--- config.mk ---
export PLATFORM = sky130hd
export DESIGN_NAME = breaker_ctrl
export DESIGN_NICKNAME = d
export VERILOG_FILES = /design/src/rtl/brk_pkg.sv /design/src/rtl/brk_sync.sv /design/src/rtl/brk_fault_merge.sv /design/src/rtl/brk_channel.sv /design/src/rtl/breaker_ctrl.sv
export SDC_FILE = /design/constraint.sdc
export NUM_CORES = 1
export LEC_CHECK = 0
export ABC_AREA = 1
export BUFFER_PORTS_ARGS = -buffer_cell sky130_fd_sc_hd__buf_2
export CAP_MARGIN = 0
export CELL_PAD_IN_SITES_DETAIL_PLACEMENT = 1
export CELL_PAD_IN_SITES_GLOBAL_PLACEMENT = 2
export CORE_MARGIN = 1.5
export CORE_UTILIZATION = 37
export DETAILED_ROUTE_END_ITERATION = 10
export PLACE_DENSITY = 0.91
export SYNTH_ARGS = -nofsm -noshare
export SYNTH_HDL_FRONTEND = slang
export SYNTH_SLANG_ARGS = --single-unit
--- constraint.sdc ---
create_clock -name clk -period 4.2 [get_ports clk]
set_input_delay 1.05 -clock clk [delete_from_list [all_inputs] [get_ports clk]]
set_output_delay 1.05 -clock clk [all_outputs]
set_load 0.01 [all_outputs]
--- src/rtl/brk_pkg.sv ---
package brk_pkg;
  typedef enum logic [1:0] {
    CH_OFF    = 2'd0,
    CH_INRUSH = 2'd1,
    CH_ON     = 2'd2,
    CH_ERROR  = 2'd3
  } ch_state_e;
endpackage

--- src/rtl/brk_sync.sv ---
module brk_sync #(
  parameter int WIDTH  = 13,
  parameter int STAGES = 2
) (
  input  logic             clk,
  input  logic             rst,
  input  logic [WIDTH-1:0] d_async,
  output logic [WIDTH-1:0] q_sync
);
  logic [WIDTH-1:0] chain [STAGES];

  always_ff @(posedge clk) begin
    if (rst) chain[0] <= '0;
    else     chain[0] <= d_async;
  end

  for (genvar s = 1; s < STAGES; s++) begin : g_stage
    always_ff @(posedge clk) begin
      if (rst) chain[s] <= '0;
      else     chain[s] <= chain[s-1];
    end
  end

  assign q_sync = chain[STAGES-1];
endmodule

--- src/rtl/brk_fault_merge.sv ---
module brk_fault_merge #(
  parameter int NFLT = 3
) (
  input  logic            clk,
  input  logic            rst,
  input  logic [NFLT-1:0] flt_s,
  output logic            fault_any
);
  // One register after the OR keeps the fan-out to all channels short.
  always_ff @(posedge clk) begin
    if (rst) fault_any <= 1'b0;
    else     fault_any <= |flt_s;
  end
endmodule

--- src/rtl/brk_channel.sv ---
module brk_channel
  import brk_pkg::*;
#(
  parameter int CNT_W = 24
) (
  input  logic             clk,
  input  logic             rst,
  input  logic             on_req,
  input  logic             oc_s,
  input  logic             fault,
  input  logic [CNT_W-1:0] blank,
  output logic             drive_en,
  output ch_state_e        state
);
  ch_state_e        nxt;
  logic [CNT_W-1:0] cnt;

  always_comb begin
    nxt = state;
    unique case (state)
      CH_OFF:    if (on_req && !fault) nxt = CH_INRUSH;
      CH_INRUSH: begin
        if (fault)             nxt = CH_ERROR;
        else if (!on_req)      nxt = CH_OFF;
        else if (cnt == '0)    nxt = CH_ON;
      end
      CH_ON: begin
        if (fault || oc_s)     nxt = CH_ERROR;
        else if (!on_req)      nxt = CH_OFF;
      end
      CH_ERROR:  if (!on_req) nxt = CH_OFF;
      default:   nxt = CH_OFF;
    endcase
  end

  always_ff @(posedge clk) begin
    if (rst) begin
      state    <= CH_OFF;
      drive_en <= 1'b0;
      cnt      <= '0;
    end else begin
      state    <= nxt;
      drive_en <= (nxt == CH_INRUSH) || (nxt == CH_ON);
      if (state == CH_OFF)                      cnt <= blank;
      else if (state == CH_INRUSH && cnt != '0) cnt <= cnt - 1'b1;
    end
  end

  AST_INRUSH_HOLD: assert property (@(posedge clk) disable iff (rst)
    (state == CH_INRUSH && on_req && !fault && cnt != '0) |=> (state == CH_INRUSH && drive_en));
  AST_OC_TRIP: assert property (@(posedge clk) disable iff (rst)
    (state == CH_ON && oc_s) |=> (state == CH_ERROR && !drive_en));
  AST_ERR_LATCH: assert property (@(posedge clk) disable iff (rst)
    (state == CH_ERROR && on_req) |=> (state == CH_ERROR && !drive_en));
  AST_ERR_CLEAR: assert property (@(posedge clk) disable iff (rst)
    (state == CH_ERROR && !on_req) |=> (state == CH_OFF));
  AST_REQ_DROP: assert property (@(posedge clk) disable iff (rst)
    ((state == CH_ON || state == CH_INRUSH) && !on_req && !fault && !oc_s) |=> (state == CH_OFF && !drive_en));
  AST_FAULT_KILL: assert property (@(posedge clk) disable iff (rst)
    (fault && (state == CH_ON || state == CH_INRUSH)) |=> (state == CH_ERROR));
  AST_FAULT_HOLD_OFF: assert property (@(posedge clk) disable iff (rst)
    (fault && state == CH_OFF) |=> (state == CH_OFF && !drive_en));
endmodule

--- src/rtl/breaker_ctrl.sv ---
module breaker_ctrl
  import brk_pkg::*;
#(
  parameter int NCH   = 10,
  parameter int CNT_W = 24
) (
  input  logic             clk,
  input  logic             rst,
  input  logic [NCH-1:0]   on_req,
  input  logic [NCH-1:0]   oc_in,
  input  logic             flt_temp,
  input  logic             flt_uv,
  input  logic             flt_ov,
  input  logic [CNT_W-1:0] blank_cycles,
  output logic [NCH-1:0]   drive_en,
  output logic [2*NCH-1:0] status
);
  localparam int NFLT  = 3;
  localparam int SYNCW = NCH + NFLT;

  logic [SYNCW-1:0] sync_q;
  logic [NCH-1:0]   oc_s;
  logic [NFLT-1:0]  flt_s;
  logic             fault_any;

  brk_sync #(.WIDTH(SYNCW), .STAGES(2)) u_sync (
    .clk     (clk),
    .rst     (rst),
    .d_async ({flt_ov, flt_uv, flt_temp, oc_in}),
    .q_sync  (sync_q)
  );

  assign oc_s  = sync_q[NCH-1:0];
  assign flt_s = sync_q[SYNCW-1:NCH];

  brk_fault_merge #(.NFLT(NFLT)) u_fault (
    .clk       (clk),
    .rst       (rst),
    .flt_s     (flt_s),
    .fault_any (fault_any)
  );

  for (genvar i = 0; i < NCH; i++) begin : g_ch
    ch_state_e st;
    brk_channel #(.CNT_W(CNT_W)) u_ch (
      .clk      (clk),
      .rst      (rst),
      .on_req   (on_req[i]),
      .oc_s     (oc_s[i]),
      .fault    (fault_any),
      .blank    (blank_cycles),
      .drive_en (drive_en[i]),
      .state    (st)
    );
    assign status[2*i +: 2] = st;

    AST_DRIVE_CODE: assert property (@(posedge clk) disable iff (rst)
      drive_en[i] == (status[2*i +: 2] == 2'd1 || status[2*i +: 2] == 2'd2));
  end
endmodule

* Word level (Yosys, flattened, before mapping) *
Memories as Yosys holds them, arrays and structs flattened.
Index checks and enable logic that the tools add are counted.

operators by class
  $add $sub $neg = 10
  equal/unequal tests = 50
  multiplexer cells = 95
  bitwise operators = 2
  reductions and logical operators = 82

operator list
  kind                   count
  $mux 24                20
  $logic_not 24->1       10
  $reduce_bool 24->1     10
  $sub 24x1->24 const B  10
  $mux 2                 60
  $pmux 2 s4             10
  $eq 2x2->1 const B     30
  $eq 2x1->1 const B     20
  $mux 13                2
  $logic_and 1x1->1      20
  $logic_not 2->1        10
  $logic_or 1x1->1       20
  $reduce_bool 2->1      10
  $mux 1                 3
  $reduce_or 3->1        1
  $or 1x1->1             2
  $logic_not 1->1        1

storage, ports and cells
  bits in registers = 271
  memory bits (writable) = 26
  bits of input ports = 49
  output and inout port bits = 30
  logic and storage cells = 271
  memories kept = 1

memory list
  name          depth  bits a word  rd ports  clocked after Yosys merged registers in  wr ports  line            source
  u_sync.chain  2      13           2         0                                        2         brk_sync.sv:10  logic [WIDTH-1:0] chain [STAGES];

* Logic depth before layout (Yosys ltp) *
Gate-level depths: netlist of the first run.

  word-level depth = 7
  mapped depth = 15
  mapped depth without buffers = 14

* By module *
From an unflattened synthesis of the first run, not the netlist that was laid out.

second synthesis, totals
  cells, all modules = 3026
  area, all modules = 19329.8 sq um

modules (own cells, without submodules)
  module                           instances  cells each  area each (sq um)  sequential area each (sq um)
  brk_channel at g_ch[0].u_ch ...  9          292         1849.3             540.5
  brk_channel at g_ch[9].u_ch      1          313         1901.8             540.5
  brk_sync                         1          81          752.0              520.5
  brk_fault_merge                  1          4           32.5               20.0

* Least setup slack after synthesis of the first run *
Ideal clock, no wire load.

  kind = input port to flip-flop
  start = in rst
  end = reg g_ch[0].u_ch.cnt[4]
  library setup time = 0.070 ns
  arrival = 1.829 ns
  required time = 4.130 ns
  slack = 2.301 ns
  stages on the path = 5
  path buffers = 2
  cells stage by stage = inv_1 clkbuf_1 clkbuf_1 o21ai_0 a21oi_1

RTL lines
  what                    line               source
  start: declaration      breaker_ctrl.sv:8  input logic rst,
  end signal: assignment  brk_channel.sv:44  if (state == CH_OFF) cnt <= blank;
  end signal: assignment  brk_channel.sv:45  else if (state == CH_INRUSH && cnt != '0) cnt <= cnt - 1'b1;
  end: declaration        brk_channel.sv:16  logic [CNT_W-1:0] cnt;

* Final worst setup path of the first run *
  start = reg g_ch[8].u_ch.state[0]
  end = out status[16]

RTL lines
  what                      line                source
  start: declaration        brk_channel.sv:13   output ch_state_e state
  start signal: assignment  brk_channel.sv:42   state <= nxt;
  end: declaration          breaker_ctrl.sv:16  output logic [2*NCH-1:0] status

No word-level cell between the ends.

==> metrics.md, run 1 <==
| Metric | Value |
|---|---|
| Die Span Y | `230 um` |
| Largest net degree at the start of global routing | `63` |
| Cells after Synth | `3087` |
| Most numerous cell in the Yosys netlist | `nand2_1` |
| Via count of the routed design | `19.6k` |
| Setup WS post-layout | `1.92 ns` |
| DRT iter0 DRCs | `1051` |
| Area growth, synth to finish | `10.8%` |
| Initial antenna violation count | `3` |
| Post-synth top area share | `31.3%` |
| Finished Layout Cells | `3807` |
| CP Class | `flop to output pin` |
| Final WL | `68.7 mm` |
| Post-synthesis sequential area ratio | `31.3%` |
| Final setup fails | `0` |
| Hold Buf Count CTS | `0` |
| Via/cell ratio | `5.14` |
| TritonRoute pass-1 iters | `5` |
| Input/output buffers | `78` |
| Slowest cell on crit path | `dfxtp_1` |
| Period utilization | `54.2%` |
| Mapped Nets | `3146` |
| Vias in the first global route | `20.4k` |
| Post-synthesis average cell area | `6.16 um2` |
| Crit path buf inv count | `1` |
| DP HPWL | `46.9 mm` |
| Outcome | `complete, no violations` |
| CP Data Required Time | `3.15 ns` |
| CTS root buf | `clkbuf_16` |
| H-tree Lvls | `2` |
| Yosys reg bits | `297` |
| Nets | `3167` |
| Crit path max fanout | `6` |
| Fraction of layout cells with a size suffix above 1 | `8.81%` |
| Rows | `82` |
| Leakage Power | `10.6 nW` |
| Area contributors post-synth | `dfxtp_1, nand2_1, inv_1` |
| Final hold violation count | `0` |
| Core area | `50500 um2` |
| Rel. slew slack | `30.4%` |
| # IOs | `79` |
| Setup_tns | `0 ns` |
| CP Cell Sequence | `buf_2` |
| CTS tree | `built` |
| Die Span X | `230 um` |
| Critical path's top delay family | `flip-flops` |
| Number of enable flip-flop cells after synthesis | `0` |
| Synth cell types | `55` |
| Post-synth top area cell | `dfxtp_1` |
| Final ANT Viol Nets | `0` |
| Worst hold path class | `flop to flop` |
| Clk sinks | `297` |
| Worst stage delay on the critical path | `0.47 ns` |
| WP data arrival | `1.23 ns` |
| # Post-CTS Setup Buffers | `0` |
| Total track usage | `26.0%` |
| RSZ-0062 raised after global routing | `false` |
| Startpoint Class | `flop` |
| RD Place Congestion | `0.869` |
| Max_cap viols | `0` |
| Gr ovfl total | `0` |
| Post-synth top flop | `dfxtp_1` |
| Post-layout min period | `2.28 ns` |
| Post-synth ARST share | `0%` |
| # DRC | `0` |
| Final Hold Slack | `0.399 ns` |
| Synth Warn # | `0` |
| Clk buf depth | `3` |
| TritonCTS Buffers | `38` |
| Worst slack, placed | `1.66 ns` |
| Clock skew after layout | `0.0216 ns` |
| Power per Cell Area | `475 nW/um2` |
| Design Area, Final | `21100 um2` |
| WL/cell | `18.0 um` |
| Post-synthesis cell area | `19000 um2` |
| Clock insertion delay at the later pin of the skew report | `0.57 ns` |
| Most frequent cells after synthesis | `nand2_1, inv_1, nor2_1` |
| Worst Tran Pin Value | `1.04 ns` |
| Clock transition at path regs | `0.06 ns` |
| Dpl cells | `3740` |
| CP endpoint kind | `output pin` |
| Initial core utilization | `37.7%` |
| F_max | `439 MHz` |
| Global-route wire length before repair | `109 mm` |
| Post-cts resize count | `0` |
| Die ar. | `52800 um2` |
| Peak VDD IR | `254 uV` |
| Slew Viols, Final | `0` |
| Placed instance area | `19800 um2` |
sequential cells by signal (all words and copies together), names as in the netlist:
signal,cells
u_fault.fault_any,1
g_ch.u_ch.state,20
g_ch.u_ch.drive_en,10
u_sync.chain,26
g_ch.u_ch.cnt,240
path summary, 6_finish.rpt:
path / start / to / slack, ns / cells after the start
setup / recovery: g_ch[8].u_ch.state[0]$_SDFF_PP0_ / status[16] / 1.92 / 1
hold / removal: u_sync.chain[0][0]$_SDFF_PP0_ / u_sync.chain[1][0]$_SDFF_PP0_ / 0.40 / 2
setup reg to reg: g_ch[7].u_ch.cnt[0]$_SDFFE_PP0P_ / g_ch[7].u_ch.cnt[2]$_SDFFE_PP0P_ / 1.96 / 11
hold reg to reg: u_sync.chain[0][0]$_SDFF_PP0_ / u_sync.chain[1][0]$_SDFF_PP0_ / 0.40 / 2
placed cells by master, fill, tap and decap left out, drive strengths merged, types with 2 or more instances in the layout:
cell type	n
nand2	1055
inv	447
nor2	423
dfxtp	297
nand3	213
xor2	126
buf	93
a31oi	71
a21oi	69
o21ai	69
clkbuf	56
o211ai	53
nor3	38
xnor2	29
nand4	23
a22oi	12
clkinv	11
ha	10
or2	7
o22ai	6
o21a	5
o21bai	3
a2bb2oi	3
a211oi	2
nor4	2
and2	2
bufinv	2
power breakdown:
group / switching (mW) / internal [mW]
Sequential: 0.363 / 3.16
Clock: 1.34 / 2.04
Combinational: 2.11 / 0.985
logic make-up after synthesis:
kind of cell,count (synthesis),synth area share [%]
buffers and inverters,562,12.2
AOI/OAI and AO/OA,297,9.50
and+or+nand+nor,1766,39.3
xor gates and xnor gates,155,7.14
adders and majority gates,10,0.658
DFF,297,31.3
per-stage QoR:
step	util (%)	power [mW]
floorplan	-	5.83
global placement	39.2	6.53
detailed placement	39.2	6.66
CTS	41.7	10.1
global route	41.7	10.7
finish	41.7	10.0
layout make-up:
| cell class | count | area (um2) |
|---|---|---|
| fillers | 6799 | 29400 |
| clock inverters | 10 | 104 |
| inverters | 450 | 1730 |
| well taps | 672 | 841 |
| multi-input cells | 2228 | 10800 |
| clock buffers | 56 | 1170 |
| repair buffers | 93 | 518 |
| diodes | 1 | 2.50 |
| flip-flops and latches | 297 | 5950 |
per-layer routing:
layer / GRT usage, % / vias up / wire length [um]
met2: 44.5 / 376 / 32200
met3: 3.51 / 128 / 2840
met1: 32.7 / 9470 / 30900
met5: 0 / - / 0
li1: - / 9608 / -
met4: 11.1 / 0 / 2740
No activity file was read; power rests on OpenSTA's default activity.
==> inputs of run 2 (changes only) <==
--- a/config.mk
+++ b/config.mk
@@ -11,9 +11,9 @@
 export CELL_PAD_IN_SITES_DETAIL_PLACEMENT = 1
 export CELL_PAD_IN_SITES_GLOBAL_PLACEMENT = 2
 export CORE_MARGIN = 1.5
-export CORE_UTILIZATION = 37
+export CORE_UTILIZATION = 34
 export DETAILED_ROUTE_END_ITERATION = 10
-export PLACE_DENSITY = 0.91
+export PLACE_DENSITY = 0.85
 export SYNTH_ARGS = -nofsm -noshare
 export SYNTH_HDL_FRONTEND = slang
 export SYNTH_SLANG_ARGS = --single-unit
==> constraint.sdc (replaced) <==
create_clock -name clk -period 2.1 [get_ports clk]
set_input_delay 0.525 -clock clk [delete_from_list [all_inputs] [get_ports clk]]
set_output_delay 0.525 -clock clk [all_outputs]
set_load 0.01 [all_outputs]
==> metrics.md, run 2 (synthesized netlist as in run 1, its figures left out) <==
| Metric | Value |
|---|---|
| H-tree Lvls | `2` |
| DRT iter0 DRCs | `1028` |
| RD Place Congestion | `0.844` |
| Startpoint Class | `flop` |
| Largest net degree at the start of global routing | `79` |
| Worst Tran Pin Value | `0.682 ns` |
| Max reg flops | `240` |
| Hold Buf Count CTS | `0` |
| Hold depth | `3` |
| Met2 GRT Util | `43.3%` |
| Power per Cell Area | `969 nW/um2` |
| CP Class | `flop to flop` |
| Input/output buffers | `78` |
| WP data arrival | `2.46 ns` |
| Die Span Y | `240 um` |
| Dpl cells | `3855` |
| Final hold violation count | `0` |
| Peak VDD IR | `532 uV` |
| Clock transition at path regs | `0.06 ns` |
| Fraction of layout cells with a size suffix above 1 | `10.2%` |
| Rel. slew slack | `54.5%` |
| Vias in the first global route | `20.4k` |
| Top flop regs | `g_ch.u_ch.cnt: 240 flops, u_sync.chain: 26 flops, g_ch.u_ch.state: 20 flops` |
| Worst slack, placed | `0.0742 ns` |
| Clock insertion delay at the later pin of the skew report | `0.58 ns` |
| F_max | `503 MHz` |
| TritonCTS Buffers | `39` |
| Finished Layout Cells | `3927` |
| Outcome | `complete, no violations` |
| Final Hold Slack | `0.143 ns` |
| Via/cell ratio | `5.00` |
| Nets | `3207` |
| DP HPWL | `47.7 mm` |
| Final WL | `70.2 mm` |
| RSZ-0062 raised after global routing | `true` |
| Core area | `55200 um2` |
| Worst hold path class | `input pin to flop` |
| Met3 usage | `2.88%` |
| Commonest non-fill, non-tap cells in the layout | `nand2_1, inv_1, nor2_1` |
| Clk buf depth | `3` |
| Final Core Density | `39.4%` |
| Met1 Use GR | `31.5%` |
| Final setup fails | `0` |
| Period utilization | `94.6%` |
| Post-layout min period | `1.99 ns` |
| Die ar. | `57400 um2` |
| Clk sinks | `297` |
| Via count of the routed design | `19.6k` |
| Most common cell after layout, fill and taps aside | `nand2_1` |
| Leakage Power | `10.9 nW` |
| Global-route wire length before repair | `111 mm` |
| Clock skew after layout | `0.0263 ns` |
| CP endpoint kind | `flop` |
| Area growth, synth to finish | `14.4%` |
| Rows | `86` |
| CP Data Required Time | `2.57 ns` |
| Slew Viols, Final | `0` |
| CTS root buf | `clkbuf_16` |
| CTS tree | `built` |
| WL/cell | `17.9 um` |
| Most Used Layer, Global Route | `met2` |
| Crit path max fanout | `20` |
| Max_cap viols | `0` |
| Initial antenna violation count | `3` |
| Gr ovfl total | `0` |
| # DRC | `0` |
| Die Span X | `240 um` |
| TritonRoute pass-1 iters | `5` |
| Cells on worst reg2reg path | `10` |
| Most flops, register | `g_ch.u_ch.cnt` |
| Initial core utilization | `34.5%` |
| Total track usage | `24.9%` |
| # IOs | `79` |
| Antenna cells | `0` |
| Final ANT Viol Nets | `0` |
| Setup WS post-layout | `0.114 ns` |
[run 2: changes by cell type in the layout (fill, tap and decap cells not counted), sizes merged]
| cell | before | now |
|---|---|---|
| buf | 93 | 132 |
| bufinv | 2 | 9 |
| clkinv | 11 | 8 |
| clkinvlp | 0 | 3 |
| clkbuf | 56 | 55 |
| diode | 1 | 0 |
[run 2: final cells by class]
| cell class | count | area, um2 |
|---|---|---|
| Inverter | 450 | 1750 |
| Clock inverter | 17 | 330 |
| Clock buffer | 55 | 1120 |
| Sequential cell | 297 | 5950 |
| Multi-Input combinational cell | 2228 | 10800 |
| Tap cell | 748 | 936 |
| Fill cell | 7297 | 33400 |
| Timing Repair Buffer | 132 | 911 |
[run 2: timing repair]
| action | in CTS | in global routing |
|---|---|---|
| buffers inserted | 0 | 0 |
| gates resized for setup | 0 | 13 |
| endpoints found under the setup margin | 0 | 29 |
[run 2: per-stage QoR]
| step | setup TNS, ns | area [um2] | total power [mW] |
|---|---|---|---|
| floorplan | 0 | 19000 | 11.7 |
| global placement | 0 | 20300 | 13.3 |
| detailed placement | 0 | 20300 | 13.5 |
| CTS | 0 | 21700 | 21.3 |
| global route | -0.290 | 21800 | 22.4 |
| finish | 0 | 21800 | 21.1 |
[run 2: worst paths after layout]
kind,start,end,slack [ns]
setup / recovery,g_ch[6].u_ch.cnt[18]$_SDFFE_PP0P_,g_ch[6].u_ch.cnt[10]$_SDFFE_PP0P_,0.11
hold / removal,oc_in[9],u_sync.chain[0][9]$_SDFF_PP0_,0.14
setup reg to reg,g_ch[6].u_ch.cnt[18]$_SDFFE_PP0P_,g_ch[6].u_ch.cnt[10]$_SDFFE_PP0P_,0.11
hold reg to reg,u_sync.chain[0][12]$_SDFF_PP0_,u_sync.chain[1][12]$_SDFF_PP0_,0.40
[run 2: where the power goes]
part	internal (mW)	switching [mW]	total [mW]
Clock	4.83	2.81	7.64
Sequential	6.33	0.714	7.04
Combinational	2.13	4.29	6.42
[run 2: layer usage]
layer  share of wire (%)  routed length [um]  up-vias
li1                    -                   -     9685
met1                  45               31800     9538
met2                  48               33500      313
met3                 3.8                2650      113
met4                 3.2                2230        0
met5                   0                   0        -
[run 2: critical path, stage by stage, from the launching register on]
cell        delay (ns)
dfxtp_1           0.35
nor2_1            0.19
nand2_1           0.10
nor2_1            0.21
nand3_2           0.14
nand2_4           0.13
clkinvlp_4        0.35
o21ai_0           0.20
o211ai_1          0.11
nand2_1           0.07
inv_1             0.04
